### src/rtl/msg_irq_remap_pkg.sv
package msg_irq_remap_pkg;

  // Bit positions inside a 64-bit remapping table entry
  localparam int ENT_VALID_BIT = 0;
  localparam int ENT_VEC_LSB   = 8;
  localparam int ENT_DST_LSB   = 24;
  localparam int ENT_W         = 64;

  typedef enum logic [1:0] {
    ST_IDLE  = 2'd0,
    ST_FETCH = 2'd1,
    ST_WAIT  = 2'd2
  } remapState_t;

  // Strobes from control to datapath, one cycle each
  typedef struct packed {
    logic acceptHit;   // deliver from cache
    logic rangeErr;    // drop incoming, index out of range
    logic latchKey;    // capture incoming key for a miss
    logic deliverFill; // deliver from read response
    logic entryErr;    // drop pending, entry not valid
  } ctrlStrobe_t;

endpackage

### src/rtl/msg_irq_remap_cache.sv
module msg_irq_remap_cache #(
  parameter int REQ_W = 16,
  parameter int KEY_W = 5,
  parameter int WAYS  = 8
) (
  input  logic             clk,
  input  logic             rstN,
  input  logic [REQ_W-1:0] lookReq,
  input  logic [KEY_W-1:0] lookIdx,
  output logic             lookHit,
  output logic [7:0]       lookVec,
  output logic [7:0]       lookDst,
  input  logic             invValid,
  input  logic             invAll,
  input  logic [REQ_W-1:0] invReq,
  input  logic [KEY_W-1:0] invIdx,
  input  logic             fillEn,
  input  logic [REQ_W-1:0] fillReq,
  input  logic [KEY_W-1:0] fillIdx,
  input  logic [7:0]       fillVec,
  input  logic [7:0]       fillDst
);

  localparam int PTR_W = (WAYS > 1) ? $clog2(WAYS) : 1;

  logic [WAYS-1:0]  wayValid;
  logic [REQ_W-1:0] wayReq [WAYS];
  logic [KEY_W-1:0] wayIdx [WAYS];
  logic [7:0]       wayVec [WAYS];
  logic [7:0]       wayDst [WAYS];
  logic [WAYS-1:0]  wayHit;
  logic [WAYS-1:0]  wayKill;
  logic [PTR_W-1:0] victim;

  for (genvar g = 0; g < WAYS; g++) begin : gWay
    assign wayKill[g] = invValid && (invAll || (wayReq[g] == invReq && wayIdx[g] == invIdx));
    // an entry being invalidated this cycle no longer counts as a hit
    assign wayHit[g]  = wayValid[g] && (wayReq[g] == lookReq) && (wayIdx[g] == lookIdx) && !wayKill[g];

    always_ff @(posedge clk) begin
      if (!rstN) begin
        wayValid[g] <= 1'b0;
        wayReq[g]   <= '0;
        wayIdx[g]   <= '0;
        wayVec[g]   <= '0;
        wayDst[g]   <= '0;
      end else if (fillEn && victim == PTR_W'(g)) begin
        wayValid[g] <= 1'b1;
        wayReq[g]   <= fillReq;
        wayIdx[g]   <= fillIdx;
        wayVec[g]   <= fillVec;
        wayDst[g]   <= fillDst;
      end else if (wayKill[g]) begin
        wayValid[g] <= 1'b0;
      end
    end
  end

  always_ff @(posedge clk) begin
    if (!rstN) begin
      victim <= '0;
    end else if (fillEn) begin
      victim <= (victim == PTR_W'(WAYS - 1)) ? '0 : victim + 1'b1;
    end
  end

  always_comb begin
    lookHit = |wayHit;
    lookVec = '0;
    lookDst = '0;
    for (int i = 0; i < WAYS; i++) begin
      if (wayHit[i]) begin
        lookVec = lookVec | wayVec[i];
        lookDst = lookDst | wayDst[i];
      end
    end
  end

endmodule

### src/rtl/msg_irq_remap_ctrl.sv
module msg_irq_remap_ctrl
  import msg_irq_remap_pkg::*;
(
  input  logic        clk,
  input  logic        rstN,
  input  logic        msgValid,
  input  logic        inRange,
  input  logic        hit,
  input  logic        memRspValid,
  input  logic        rspOk,
  output logic        msgReady,
  output logic        memReqValid,
  output ctrlStrobe_t strb
);

  remapState_t state, nextState;

  always_comb begin
    strb      = '0;
    nextState = state;
    unique case (state)
      ST_IDLE: begin
        if (msgValid) begin
          if (!inRange) begin
            strb.rangeErr = 1'b1;
          end else if (hit) begin
            strb.acceptHit = 1'b1;
          end else begin
            strb.latchKey = 1'b1;
            nextState     = ST_FETCH;
          end
        end
      end
      ST_FETCH: nextState = ST_WAIT;
      ST_WAIT: begin
        if (memRspValid) begin
          if (rspOk) strb.deliverFill = 1'b1;
          else       strb.entryErr    = 1'b1;
          nextState = ST_IDLE;
        end
      end
      default: nextState = ST_IDLE;
    endcase
  end

  always_ff @(posedge clk) begin
    if (!rstN) state <= ST_IDLE;
    else       state <= nextState;
  end

  assign msgReady    = (state == ST_IDLE);
  assign memReqValid = (state == ST_FETCH);

endmodule

### src/rtl/msg_irq_remap_dp.sv
module msg_irq_remap_dp
  import msg_irq_remap_pkg::*;
#(
  parameter int REQ_W       = 16,
  parameter int IDX_W       = 8,
  parameter int TBL_ENTRIES = 32,
  parameter int CACHE_WAYS  = 8,
  parameter int TBL_AW      = $clog2(TBL_ENTRIES)
) (
  input  logic                    clk,
  input  logic                    rstN,
  input  ctrlStrobe_t             strb,
  input  logic [REQ_W-1:0]        msgReqId,
  input  logic [IDX_W-1:0]        msgIndex,
  input  logic                    invValid,
  input  logic                    invAll,
  input  logic [REQ_W-1:0]        invReqId,
  input  logic [TBL_AW-1:0]       invIndex,
  input  logic [ENT_W-1:0]        memRspData,
  output logic                    inRange,
  output logic                    hit,
  output logic                    rspOk,
  output logic [REQ_W+TBL_AW-1:0] memReqAddr,
  output logic                    irqValid,
  output logic [7:0]              irqVector,
  output logic [7:0]              irqDest,
  output logic                    errPulse,
  output logic [REQ_W-1:0]        errReqId
);

  logic [TBL_AW-1:0] msgIdxT;
  logic [REQ_W-1:0]  pendReq;
  logic [TBL_AW-1:0] pendIdx;
  logic              killQ;
  logic              invIncoming;
  logic              invPending;
  logic              fillEn;
  logic [7:0]        hitVec, hitDst, rspVec, rspDst;
  logic              rspUnused;

  assign msgIdxT = msgIndex[TBL_AW-1:0];
  assign inRange = (msgIndex < IDX_W'(TBL_ENTRIES));

  assign rspOk  = memRspData[ENT_VALID_BIT];
  assign rspVec = memRspData[ENT_VEC_LSB +: 8];
  assign rspDst = memRspData[ENT_DST_LSB +: 8];
  assign rspUnused = ^{memRspData[ENT_W-1:ENT_DST_LSB+8], memRspData[ENT_DST_LSB-1:ENT_VEC_LSB+8],
                       memRspData[ENT_VEC_LSB-1:ENT_VALID_BIT+1]};

  assign invIncoming = invValid && (invAll || (invReqId == msgReqId && invIndex == msgIdxT));
  assign invPending  = invValid && (invAll || (invReqId == pendReq && invIndex == pendIdx));
  assign fillEn      = strb.deliverFill && !killQ && !invPending;

  assign memReqAddr = {pendReq, pendIdx};

  msg_irq_remap_cache #(
    .REQ_W(REQ_W),
    .KEY_W(TBL_AW),
    .WAYS (CACHE_WAYS)
  ) cacheI (
    .clk     (clk),
    .rstN    (rstN),
    .lookReq (msgReqId),
    .lookIdx (msgIdxT),
    .lookHit (hit),
    .lookVec (hitVec),
    .lookDst (hitDst),
    .invValid(invValid),
    .invAll  (invAll),
    .invReq  (invReqId),
    .invIdx  (invIndex),
    .fillEn  (fillEn),
    .fillReq (pendReq),
    .fillIdx (pendIdx),
    .fillVec (rspVec),
    .fillDst (rspDst)
  );

  // pending key of the outstanding miss and its kill mark
  always_ff @(posedge clk) begin
    if (!rstN) begin
      pendReq <= '0;
      pendIdx <= '0;
      killQ   <= 1'b0;
    end else if (strb.latchKey) begin
      pendReq <= msgReqId;
      pendIdx <= msgIdxT;
      killQ   <= invIncoming;
    end else if (invPending) begin
      killQ   <= 1'b1;
    end
  end

  // registered delivery and error outputs
  always_ff @(posedge clk) begin
    if (!rstN) begin
      irqValid  <= 1'b0;
      irqVector <= '0;
      irqDest   <= '0;
      errPulse  <= 1'b0;
      errReqId  <= '0;
    end else begin
      irqValid <= strb.acceptHit || strb.deliverFill;
      errPulse <= strb.rangeErr || strb.entryErr;
      if (strb.acceptHit) begin
        irqVector <= hitVec;
        irqDest   <= hitDst;
      end else if (strb.deliverFill) begin
        irqVector <= rspVec;
        irqDest   <= rspDst;
      end
      if (strb.rangeErr)      errReqId <= msgReqId;
      else if (strb.entryErr) errReqId <= pendReq;
    end
  end

endmodule

### src/rtl/msg_irq_remap.sv
module msg_irq_remap
  import msg_irq_remap_pkg::*;
#(
  parameter int REQ_W       = 16,
  parameter int IDX_W       = 8,
  parameter int TBL_ENTRIES = 32,
  parameter int CACHE_WAYS  = 8,
  parameter int TBL_AW      = $clog2(TBL_ENTRIES),
  parameter int ADDR_W      = REQ_W + TBL_AW
) (
  input  logic              clk,
  input  logic              rstN,
  input  logic              msgValid,
  output logic              msgReady,
  input  logic [REQ_W-1:0]  msgReqId,
  input  logic [IDX_W-1:0]  msgIndex,
  input  logic              invValid,
  input  logic              invAll,
  input  logic [REQ_W-1:0]  invReqId,
  input  logic [TBL_AW-1:0] invIndex,
  output logic              memReqValid,
  output logic [ADDR_W-1:0] memReqAddr,
  input  logic              memRspValid,
  input  logic [63:0]       memRspData,
  output logic              irqValid,
  output logic [7:0]        irqVector,
  output logic [7:0]        irqDest,
  output logic              errPulse,
  output logic [REQ_W-1:0]  errReqId
);

  ctrlStrobe_t strb;
  logic        inRange, hit, rspOk;

  msg_irq_remap_ctrl ctrlI (
    .clk        (clk),
    .rstN       (rstN),
    .msgValid   (msgValid),
    .inRange    (inRange),
    .hit        (hit),
    .memRspValid(memRspValid),
    .rspOk      (rspOk),
    .msgReady   (msgReady),
    .memReqValid(memReqValid),
    .strb       (strb)
  );

  msg_irq_remap_dp #(
    .REQ_W      (REQ_W),
    .IDX_W      (IDX_W),
    .TBL_ENTRIES(TBL_ENTRIES),
    .CACHE_WAYS (CACHE_WAYS),
    .TBL_AW     (TBL_AW)
  ) dpI (
    .clk       (clk),
    .rstN      (rstN),
    .strb      (strb),
    .msgReqId  (msgReqId),
    .msgIndex  (msgIndex),
    .invValid  (invValid),
    .invAll    (invAll),
    .invReqId  (invReqId),
    .invIndex  (invIndex),
    .memRspData(memRspData),
    .inRange   (inRange),
    .hit       (hit),
    .rspOk     (rspOk),
    .memReqAddr(memReqAddr),
    .irqValid  (irqValid),
    .irqVector (irqVector),
    .irqDest   (irqDest),
    .errPulse  (errPulse),
    .errReqId  (errReqId)
  );

endmodule

### config.mk
export PLATFORM = sky130hd
export DESIGN_NAME = msg_irq_remap
export DESIGN_NICKNAME = d
export VERILOG_FILES = /design/src/rtl/msg_irq_remap_pkg.sv /design/src/rtl/msg_irq_remap_cache.sv /design/src/rtl/msg_irq_remap_ctrl.sv /design/src/rtl/msg_irq_remap_dp.sv /design/src/rtl/msg_irq_remap.sv
export SDC_FILE = /design/constraint.sdc
export NUM_CORES = 1
export LEC_CHECK = 0
export BUFFER_PORTS_ARGS = -buffer_cell sky130_fd_sc_hd__buf_2
export CORE_MARGIN = 3
export CORE_UTILIZATION = 60
export DETAILED_ROUTE_END_ITERATION = 6
export PLACE_DENSITY = 0.8
export SYNTH_ARGS = -nofsm -noshare
export SYNTH_HDL_FRONTEND = slang
export SYNTH_SLANG_ARGS = --single-unit
### constraint.sdc
create_clock -name clk -period 3.7 [get_ports clk]
set_input_delay 0.74 -clock clk [delete_from_list [all_inputs] [get_ports clk]]
set_output_delay 0.74 -clock clk [all_outputs]
set_load 0.02 [all_outputs]
==> out/qor.csv <==
metric;value;unit
dieArea;34000;sq um
place_congestion;1.04;
async_flop_share;0;
drt_iter0_drc;2526;
finalCritPeriodShare;0.842;
synth_cells;1641;
cp_common_cell;buf_4;
synth_edf_count;296;
cts_tree;yes;
yosys_most_used_dff;edfxtp_1;
synth-seq-cells;365;
path_cells;buf_2 -> xnor2_1 -> nand4_1 -> nor4_1 -> a211oi_2 -> buf_4 -> nor4_2 -> buf_4 -> a21bo_1 -> buf_12 -> a31o_1 -> a31oi_1;
slowest_delay;0.50;ns
worstPathRequired;4.05;ns
clk_pin_slew;0.06;ns
finalHoldViolCount;0;
min-delay-start;dpI.cacheI.wayValid[4];
crit_end;dpI.irqVector[4];
synthMuxAreaShare;0.0200;
pin_count;172;
fin_nets;1898;
synth_xor_area_frac;0.174;
synth.area.top_cells;edfxtp_1, xor2_1, and3_1, xnor2_1, dfxtp_1;
synth-compound-area-share;0.0586;
grt_overflow;0;
start_util;0.617;
crit-reg2reg-launch;dpI.cacheI.wayReq[1][17];
dr.pass1.iters;6;
grt_start_max_net_pins;65;
synth_fa_ha_area_frac;0.00393;
cts_buffer_depth;3;
synthesis.nets;1762;
p_per_area;431;nW/um^2
syn_area_per_cell;11.7;sq um
regArea;10300;sq um
synth_commonest_cells;edfxtp_1, and3_1, xor2_1;
cts-resized-gates;0;
slew_headroom;0.131;
synth_top_area_frac;0.465;
post_cts_buffers;0;
grt_pass1_vias;14700;
rows;64;
grt_pass1_wl;93800;um
skew;0.0186;ns
ir_worst_vdd;0.000293;V
track_usage;0.376;
detail-route-antenna-nets;0;
fp.dieW;185;um
cp-startpoint;invReqId[10];
ys_warn_count;0;
yosys.area.top_type;edfxtp_1;
worstMarginPinSlew;1.30;ns
grt_antenna_before_repair;5;
final.setup.tns;0;ns
wl_per_cell;29.2;um
numCtsBuffers;38;
drive_gt1_frac;0.186;
synth_most_common_cell;edfxtp_1;
ctsHoldBuffers;0;
fin_crit;3.12;ns
final_area;21900;sq um
diodes;0;
fillers;2079;
worstSkewPairLatency;0.54;ns
rsz0062_at_grt;no;
worst_slack;0.584;ns
core_area;31000;sq um
postPlaceCellArea;20600;sq um
worstPathArrival;3.47;ns
hpwl;40800;um
min_path_type;register to register;
outcome;complete, no violations;
worstPathMaxFanout;33;
post-place-ws;0.174;ns
setup.worst_path.end_class;register;
cts_sinks;365;
criticalPathCategory;primary input to register;
r2r_setup_slack;0.73;ns
dieHeight;185;um
p_leak;9.21;nW
setup_viol;0;
syn_area;19100;sq um
cts_root_buf;clkbuf_16;
vias_per_cell;6.80;
r2r_cells;10;
synth_top_family_by_area;XOR/XNOR gates;
totalWireLength;64400;um
synth_simple_gate_area_share;0.167;
slew_violations;0;
synth.distinct_cells;37;
cp_slowest_cell;buf_2;
area_growth_syn_to_layout;14.4;%
yosysSeqAreaShare;0.537;
total_power;9.43;mW
startpoint_type;primary input;
multi_input_area;8130;sq um
maxCapViolations;0;
reg2reg_to;dpI.killQ;
max_freq;0.321;GHz
h-tree-depth;2;
drc;0;
io_buffers;124;
vias;15000;
registers in the layout, summed over array words and instances, names as in the netlist, 8 cells and up:
register,cells
dpI.errReqId,16
dpI.irqVector,8
dpI.pendReq,16
dpI.irqDest,8
dpI.cacheI.wayReq,128
dpI.cacheI.wayValid,8
dpI.cacheI.wayVec,64
dpI.cacheI.wayDst,64
dpI.cacheI.wayIdx,40
worst max-delay path, delay by kind of cell:
family / cells / cell delay (ns)
buf+inv: 4 / 1.09
simple gates: 3 / 0.82
compound gates: 4 / 0.57
xor+xnor: 1 / 0.19
logic make-up after synthesis:
| group | after synthesis |
|---|---|
| and+or+nand+nor | 553 |
| xor gates and xnor gates | 379 |
| DFF | 365 |
| buffers and inverters | 165 |
| AOI/OAI and AO/OA | 135 |
| muxes | 38 |
| adders and majority gates | 6 |
cell type report:
| class | instances | share of cell area |
|---|---|---|
| clock buffer | 53 | 0.0488 |
| clock inverter | 17 | 0.00812 |
| inverter | 8 | 0.00137 |
| multi-input combinational | 1111 | 0.372 |
| sequential | 365 | 0.469 |
| tap | 396 | 0.0227 |
| timing repair buffer | 253 | 0.0778 |
routing by layer:
metal	GRT usage	up-vias	part of all wire
met5	0	-	0.00034
met4	0.197	4	0.063
met3	0.132	323	0.16
met2	0.544	1251	0.43
met1	0.503	7142	0.35
li1	-	6254	-
power breakdown:
part | switching (mW) | total [mW] | internal (mW)
clock network | 1.62 | 3.87 | 2.24
logic | 0.599 | 0.920 | 0.321
registers | 0.0865 | 4.64 | 4.56
cells in the final DEF, fill, tap and decap left out, types with 8 or more instances in the layout:
| master | synthesis | layout |
|---|---|---|
| edfxtp_1 | 296 | 296 |
| and3_1 | 272 | 270 |
| xor2_1 | 213 | 213 |
| xnor2_1 | 166 | 166 |
| buf_2 | 35 | 124 |
| buf_4 | 11 | 120 |
| dfxtp_1 | 69 | 69 |
| nor4_1 | 63 | 63 |
| nand4_1 | 56 | 56 |
| nor2_1 | 46 | 45 |
| and2_1 | 39 | 39 |
| nand2_1 | 47 | 39 |
| clkbuf_16 | 0 | 39 |
| mux2i_1 | 37 | 37 |
| a22oi_1 | 32 | 32 |
| nand3_1 | 24 | 24 |
| a211oi_1 | 17 | 17 |
| a22o_1 | 16 | 16 |
| a221oi_1 | 16 | 16 |
| a31o_1 | 16 | 16 |
| a31oi_1 | 16 | 16 |
| clkbuf_1 | 105 | 10 |
| buf_12 | 0 | 9 |
| nand2_2 | 0 | 8 |
worst min-delay path by stage:
| stage | slack, ns | cells past startpoint | end |
|---|---|---|---|
| floorplan | 0.44 | 2 | dpI.cacheI.wayValid[1] |
| global placement | 0.45 | 2 | dpI.cacheI.wayValid[4] |
| detailed placement | 0.45 | 2 | dpI.cacheI.wayValid[4] |
| CTS | 0.46 | 2 | dpI.cacheI.wayValid[1] |
| global route | 0.49 | 2 | dpI.cacheI.wayValid[2] |
| finish | 0.47 | 2 | dpI.cacheI.wayValid[4] |
through the flow:
stage | cells | hold WS, ns | util
final | 2203 | 0.468 | 0.706
after global routing | 2203 | 0.493 | 0.706
after CTS | 2203 | 0.464 | 0.706
after detailed placement | 2133 | 0.454 | 0.666
after global placement | 2133 | 0.452 | 0.666
after floorplan | 1641 | 0.437 | -
(Power assumes the default switching activity.)
